$ cat config.mk
export PLATFORM = sky130hd
export DESIGN_NAME = hpm_csr_bank
export DESIGN_NICKNAME = d
export VERILOG_FILES = /design/src/rtl/hpm_pkg.sv /design/src/rtl/hpm_addr_decode.sv /design/src/rtl/hpm_counter.sv /design/src/rtl/hpm_inhibit.sv /design/src/rtl/hpm_csr_bank.sv
export SDC_FILE = /design/constraint.sdc
export NUM_CORES = 1
export LEC_CHECK = 0
export BUFFER_PORTS_ARGS = -buffer_cell sky130_fd_sc_hd__buf_4
export CAP_MARGIN = 20
export CORE_MARGIN = 5
export CORE_UTILIZATION = 53
export DETAILED_ROUTE_END_ITERATION = 6
export GPL_TIMING_DRIVEN = 1
export HOLD_SLACK_MARGIN = 0.12
export PLACE_DENSITY = 0.72
export SLEW_MARGIN = 40
export SYNTH_ARGS = -nofsm -noshare
export SYNTH_HDL_FRONTEND = slang
export SYNTH_SLANG_ARGS = --single-unit
$ cat constraint.sdc
create_clock -name clk -period 3.2 [get_ports clk]
set_input_delay 0.64 -clock clk [delete_from_list [all_inputs] [get_ports clk]]
set_output_delay 0.64 -clock clk [all_outputs]
set_load 0.1 [all_outputs]
$ cat src/rtl/hpm_pkg.sv
`timescale 1ns/1ps
// Package: shared types, address pages and the read-modify-write helper for
// the performance counter bank. Assumes 12-bit CSR addresses.
package hpm_pkg;

    typedef enum logic [1:0] {
        CSR_READ  = 2'b00,
        CSR_WRITE = 2'b01,
        CSR_SET   = 2'b10,
        CSR_CLEAR = 2'b11
    } csr_op_e;

    localparam int          EVT_INPUTS   = 8;   // event IDs 3..10
    localparam int          EVT_MAX      = 8;   // most event counters built
    localparam int          SLOT_COUNT   = 32;  // counter slots 0..31
    localparam logic [6:0]  PAGE_CNT_LO  = 7'b1011000;  // 0xB00..0xB1F
    localparam logic [6:0]  PAGE_CNT_HI  = 7'b1011100;  // 0xB80..0xB9F
    localparam logic [6:0]  PAGE_CFG     = 7'b0011001;  // 0x320..0x33F

    // Combine the old 32-bit word with write data according to the operation.
    function automatic logic [31:0] apply_op(csr_op_e op, logic [31:0] old_w,
                                             logic [31:0] wd);
        logic [31:0] res;
        unique case (op)
            CSR_WRITE: res = wd;
            CSR_SET:   res = old_w | wd;
            CSR_CLEAR: res = old_w & ~wd;
            default:   res = old_w;
        endcase
        return res;
    endfunction

endpackage

$ cat src/rtl/hpm_addr_decode.sv
`timescale 1ns/1ps
// Address decoder: classifies a CSR address into counter-low, counter-high,
// inhibit or selector space and extracts the slot index. Purely combinational.
// Assumes slot 1 (0xB01/0xB81/0x321) and config slots 1..2 are not mapped.
module hpm_addr_decode
    import hpm_pkg::*;
(
    input  logic [11:0] addr,
    output logic        hit_lo,
    output logic        hit_hi,
    output logic        hit_inh,
    output logic        hit_sel,
    output logic        legal,
    output logic [4:0]  idx
);

    logic [6:0] page;

    // Split the address into page and slot index.
    always_comb begin
        page = addr[11:5];
        idx  = addr[4:0];
    end

    // Match each address region.
    always_comb begin
        hit_lo  = (page == PAGE_CNT_LO) && (idx != 5'd1);
        hit_hi  = (page == PAGE_CNT_HI) && (idx != 5'd1);
        hit_inh = (page == PAGE_CFG)    && (idx == 5'd0);
        hit_sel = (page == PAGE_CFG)    && (idx >= 5'd3);
        legal   = hit_lo | hit_hi | hit_inh | hit_sel;
    end

endmodule

$ cat src/rtl/hpm_counter.sv
`timescale 1ns/1ps
// Counter: a W-bit counter seen by software as a 64-bit value split in two
// 32-bit halves. A CSR update of either half wins over the increment.
// Assumes 1 <= W <= 64; bits above W read as zero.
module hpm_counter
    import hpm_pkg::*;
#(
    parameter int W = 64
) (
    input  logic        clk,
    input  logic        rst_n,
    input  logic        inc,
    input  logic        wr_lo,
    input  logic        wr_hi,
    input  csr_op_e     op,
    input  logic [31:0] wdata,
    output logic [63:0] val
);

    logic [W-1:0] cnt_q;
    logic [63:0]  nxt64;
    logic         unused_nxt;

    // Zero-extend the stored count to the 64-bit software view.
    always_comb begin
        val          = '0;
        val[W-1:0]   = cnt_q;
    end

    // Build the post-write value with only the addressed half modified.
    always_comb begin
        nxt64 = val;
        if (wr_lo) nxt64[31:0]  = apply_op(op, val[31:0],  wdata);
        if (wr_hi) nxt64[63:32] = apply_op(op, val[63:32], wdata);
    end

    assign unused_nxt = ^nxt64;

    // Update the count: reset, then CSR update, then increment.
    always_ff @(posedge clk) begin
        if (!rst_n)              cnt_q <= '0;
        else if (wr_lo || wr_hi) cnt_q <= nxt64[W-1:0];
        else if (inc)            cnt_q <= cnt_q + W'(1);
    end

endmodule

$ cat src/rtl/hpm_inhibit.sv
`timescale 1ns/1ps
// Inhibit register: one stop bit per counter slot. Only bits set in MASK are
// storage; all others are tied to zero. Resets to all-enabled.
module hpm_inhibit
    import hpm_pkg::*;
#(
    parameter logic [31:0] MASK = 32'h5
) (
    input  logic        clk,
    input  logic        rst_n,
    input  logic        wr,
    input  csr_op_e     op,
    input  logic [31:0] wdata,
    output logic [31:0] inh
);

    // Hold the inhibit bits, updating the writable ones on a CSR access.
    always_ff @(posedge clk) begin
        if (!rst_n)  inh <= '0;
        else if (wr) inh <= apply_op(op, inh, wdata) & MASK;
    end

endmodule

$ cat src/rtl/hpm_csr_bank.sv
`timescale 1ns/1ps
// Performance counter CSR bank: cycle counter (slot 0), retired-instruction
// counter (slot 2) and up to eight event counters (slots 3..10) bound one to
// one to event inputs. Decodes a single-cycle CSR port with combinational
// read data. Assumes the caller issues at most one CSR access per cycle.
module hpm_csr_bank
    import hpm_pkg::*;
#(
    parameter int NUM_EVT = 0,
    parameter int CNT_W   = 40
) (
    input  logic        clk,
    input  logic        rst_n,
    input  logic        csr_en,
    input  logic [1:0]  csr_op,
    input  logic [11:0] csr_addr,
    input  logic [31:0] csr_wdata,
    input  logic        instr_retired,
    input  logic [EVT_INPUTS-1:0] evt_hit,
    output logic [31:0] csr_rdata,
    output logic        csr_illegal
);

    localparam int NUM_IMPL  = (NUM_EVT > EVT_MAX) ? EVT_MAX : NUM_EVT;
    localparam int LAST_SLOT = 2 + NUM_IMPL;

    // Writable inhibit bits: cycle, retired, and each built event counter.
    function automatic logic [31:0] inh_mask_f(int last);
        logic [31:0] m;
        m    = '0;
        m[0] = 1'b1;
        m[2] = 1'b1;
        for (int i = 3; i < SLOT_COUNT; i++) begin
            if (i <= last) m[i] = 1'b1;
        end
        return m;
    endfunction

    localparam logic [31:0] INH_MASK = inh_mask_f(LAST_SLOT);

    csr_op_e                     op_e;
    logic                        hit_lo, hit_hi, hit_inh, hit_sel, legal;
    logic [4:0]                  idx;
    logic                        wr_any;
    logic [31:0]                 inh_q;
    logic [SLOT_COUNT-1:0][63:0] slot_val;
    logic [SLOT_COUNT-1:0]       wr_lo_v, wr_hi_v;
    logic                        unused_evt;

    assign op_e       = csr_op_e'(csr_op);
    assign unused_evt = ^evt_hit;

    hpm_addr_decode u_dec (
        .addr    (csr_addr),
        .hit_lo  (hit_lo),
        .hit_hi  (hit_hi),
        .hit_inh (hit_inh),
        .hit_sel (hit_sel),
        .legal   (legal),
        .idx     (idx)
    );

    // A modifying access to a recognised address.
    assign wr_any = csr_en && legal && (op_e != CSR_READ);

    // Per-slot write strobes for the two counter halves.
    always_comb begin
        for (int s = 0; s < SLOT_COUNT; s++) begin
            wr_lo_v[s] = wr_any && hit_lo && (idx == 5'(s));
            wr_hi_v[s] = wr_any && hit_hi && (idx == 5'(s));
        end
    end

    hpm_inhibit #(.MASK(INH_MASK)) u_inh (
        .clk   (clk),
        .rst_n (rst_n),
        .wr    (wr_any && hit_inh),
        .op    (op_e),
        .wdata (csr_wdata),
        .inh   (inh_q)
    );

    hpm_counter #(.W(64)) u_cycle (
        .clk   (clk),
        .rst_n (rst_n),
        .inc   (!inh_q[0]),
        .wr_lo (wr_lo_v[0]),
        .wr_hi (wr_hi_v[0]),
        .op    (op_e),
        .wdata (csr_wdata),
        .val   (slot_val[0])
    );

    assign slot_val[1] = '0;

    hpm_counter #(.W(64)) u_retired (
        .clk   (clk),
        .rst_n (rst_n),
        .inc   (instr_retired && !inh_q[2]),
        .wr_lo (wr_lo_v[2]),
        .wr_hi (wr_hi_v[2]),
        .op    (op_e),
        .wdata (csr_wdata),
        .val   (slot_val[2])
    );

    // Event counters: built for slots 3..LAST_SLOT, zero elsewhere.
    for (genvar s = 3; s < SLOT_COUNT; s++) begin : g_evt
        if (s <= LAST_SLOT) begin : g_on
            hpm_counter #(.W(CNT_W)) u_evt (
                .clk   (clk),
                .rst_n (rst_n),
                .inc   (evt_hit[s-3] && !inh_q[s]),
                .wr_lo (wr_lo_v[s]),
                .wr_hi (wr_hi_v[s]),
                .op    (op_e),
                .wdata (csr_wdata),
                .val   (slot_val[s])
            );
        end else begin : g_off
            assign slot_val[s] = '0;
        end
    end

    // Read mux: old value of the addressed register, zero when idle or illegal.
    always_comb begin
        csr_rdata = '0;
        if (csr_en) begin
            if (hit_lo)       csr_rdata = slot_val[idx][31:0];
            else if (hit_hi)  csr_rdata = slot_val[idx][63:32];
            else if (hit_inh) csr_rdata = inh_q;
            else if (hit_sel && (int'(idx) <= LAST_SLOT))
                              csr_rdata = 32'd1 << idx;
        end
    end

    // Illegal-access flag for unrecognised addresses.
    assign csr_illegal = csr_en && !legal;

endmodule

==> run metrics <==
failing checks=design-rule violations; setup bufs post-CTS=0; final slew viol count=0; hold_buf cts=0; FF-to-FF setup slack=0.44 ns; CP top delay family=simple AND/OR/NAND/NOR gates; share of cells above drive strength 1=16.8%; Initial Util=54.1%; reg2reg end=u_retired.val[58]$_SDFFE_PN0P_; Hold Violations, Final=0; GRT Total Usage=41.5%; post-synthesis sequential area ratio=23.6%; via count=13619; clk_lat worst skew=0.44 ns; Crit-path slowest cell=or4_4; commonest non-fill, non-tap cell in the layout=nor2_1; initial DRC count=2326; DIE WIDTH=154 um; Worst Path Buf+Inv=2; I/O pins=91; Power per Cell Area=331 nW/um^2; first-pass GRT wire length=76300 um; crit share post-route=96.9%; main flop type after synthesis=dfxtp_1; multi-input logic area=7880 sq um; CTS Buf Count=17; max_cap viols=0; Syn. warnings=0; routability cong.=1.03; RSZ-0062 raised after global routing=no; Vias/cell=7.20; row count=52; CP peak stage delay=0.56 ns; crit path max fanout=4; CTS clk-pin slew, worst paths=0.06 ns; Final setup viols=0; Root Driver=clkbuf_16; pin count of the biggest net entering global routing=58; register area=2600 sq um; critical path arrival=2.46 ns; initial antenna violation count=1; die area=23800 sq um; synth-to-layout area growth=18.8%; setup ws final=0.100 ns; FFs w/ async S/R, synth=0%; maximum clock frequency=323 MHz; Netlist cell types=80; Worst Skew=0.0119 ns; Syn Std Cell Area=11000 sq um; hold_ws=0.511 ns; depth of the most critical reg-to-reg path=6; DRC=1; Avg Synthesized Cell Area=7.21 sq um; vias in the first global route=12304; clock sink total=130; Worst setup SP type=input pin; critical-path cell list=buf_4 > or4_4 > nor3_1 > a211oi_1 > nor3_4 > buf_4; syn nets=1595; Fillers=1903; H-Tree Depth=4; TritonCTS clock tree=built; EDFF count, synth=0; Syn Inst Count=1530; antenna cell count=0; most frequent cells in the layout=nor2_1 (174), buf_4 (170), dfxtp_1 (130), nand2_1 (127), a21oi_1 (120); status=finished, violations left; total routed wirelength=51300 um; Detailed Routing Iterations Pass 1=7; Slew @ Worst Pin=0.804 ns; core area=20400 sq um; endpoint type of the worst setup path=output pin; nets=1676; Worst Path Required=2.56 ns; Final ANT Viol Nets=0; FF-to-FF Start=u_retired.val[12]$_SDFFE_PN0P_; detailed placement HPWL=38600 um; worst slack, placed=0.128 ns; Slew HR=46.2%; Worst IR Drop VDD=0.000297 V; hold depth=3; crit path kind=input pin to output pin; drt wl/cell=27.1 um; critical path depth in cells=6; Hold Path Class=input pin to flip-flop; grt total ovfl=0; IO buf count=82; fin crit period=3.10 ns; hold path start=csr_wdata[28]; Worst path most repeated cell=buf_4; Pleak=4.70 nW; post_cts resized=0; die height=154 um; Max Root-Sink Buffers=2; Worst Hold Path EP=u_retired.val[28]$_SDFFE_PN0P_; #FFs+latches synth=130
[state kept, by name (all words and copies together), names as in the netlist]
name           count
u_cycle.val       64
u_inh.inh          2
u_retired.val     64
[layout make-up]
| class | count | share of cell area, % |
|---|---|---|
| Timing Repair Buffer | 186 | 12.2 |
| Tap cell | 270 | 2.58 |
| Clock inverter | 12 | 1.22 |
| Clock buffer | 18 | 3.35 |
| Multi-Input combinational cell | 1255 | 60.2 |
| Sequential cell | 130 | 19.9 |
| Inverter | 21 | 0.602 |
[layer usage]
metal	wire, um	share of wire (%)	vias to the layer above	track usage, %
li1	-	-	5998	-
met1	20000	39	6360	58.9
met2	21000	41	1109	59.5
met3	8230	16	152	12.2
met4	2080	4.1	0	15.6
met5	0	0	-	0
[worst reg2reg max path, delay by kind of cell (launching register included)]
family / cells / cell delay, ns
AND/OR/NAND/NOR: 4 / 1.74
AO/OA/AOI/OAI: 2 / 0.35
flip-flops: 1 / 0.57
[per-stage QoR]
step | setup TNS, ns | util [%] | instance area (sq um) | cells | total power [mW]
CTS | 0 | 64.3 | 13100 | 1892 | 4.29
finish | 0 | 64.3 | 13100 | 1892 | 4.33
global route | 0 | 64.3 | 13100 | 1892 | 4.42
detailed placement | 0 | 61.4 | 12500 | 1862 | 2.26
floorplan | -0.121 | - | 11100 | 1530 | 1.98
global placement | 0 | 61.4 | 12500 | 1862 | 2.26
[power by group]
part	switching [mW]	internal, mW
logic	0.410	0.207
registers	0.0178	1.63
clock network	0.829	1.24
total	1.26	3.07
[synthesized netlist by cell type, drive strengths merged (10+ instances only)]
cell type / count / area [sq um]
o221a: 10 / 113
clkbuf: 94 / 354
inv: 20 / 75.1
a21oi: 122 / 622
a221oi: 15 / 131
a31oi: 20 / 125
a211oi: 28 / 210
mux2i: 54 / 541
o211ai: 15 / 113
o21ai: 114 / 571
nor2: 176 / 661
buf: 30 / 151
xnor2: 20 / 175
nand3: 68 / 340
nor3: 70 / 350
xor2: 16 / 140
mux4: 14 / 315
nand4: 51 / 319
nor4: 27 / 218
nand2: 127 / 477
o22ai: 10 / 62.6
a311oi: 18 / 158
o211a: 10 / 100
o221ai: 21 / 184
o21a: 11 / 82.6
nand2b: 24 / 150
or3: 15 / 93.8
and4: 11 / 96.3
and3: 65 / 407
dfxtp: 130 / 2600
[worst max-delay path by stage]
stage                            start           end  slack, ns
after floorplan           csr_addr[10]  csr_rdata[2]      -0.12
after global placement     csr_addr[4]  csr_rdata[2]       0.14
after detailed placement   csr_addr[4]  csr_rdata[2]       0.13
after CTS                  csr_addr[4]  csr_rdata[2]       0.12
after global routing       csr_addr[4]  csr_rdata[2]       0.02
final                      csr_addr[4]  csr_rdata[2]       0.10
[cells by family (layout without fill, tap and decap cells)]
| group | count (synthesis) | in the layout | share of synthesized area [%] |
|---|---|---|---|
| AOI/OAI and AO/OA | 471 | 471 | 28.7 |
| DFF | 130 | 130 | 23.6 |
| xor gates and xnor gates | 36 | 36 | 2.86 |
| adders and majority gates | 7 | 7 | 0.794 |
| muxes | 70 | 70 | 7.97 |
| and+or+nand+nor | 671 | 671 | 30.8 |
| buffers and inverters | 145 | 237 | 5.30 |
Power figures use the tool's default switching activity.
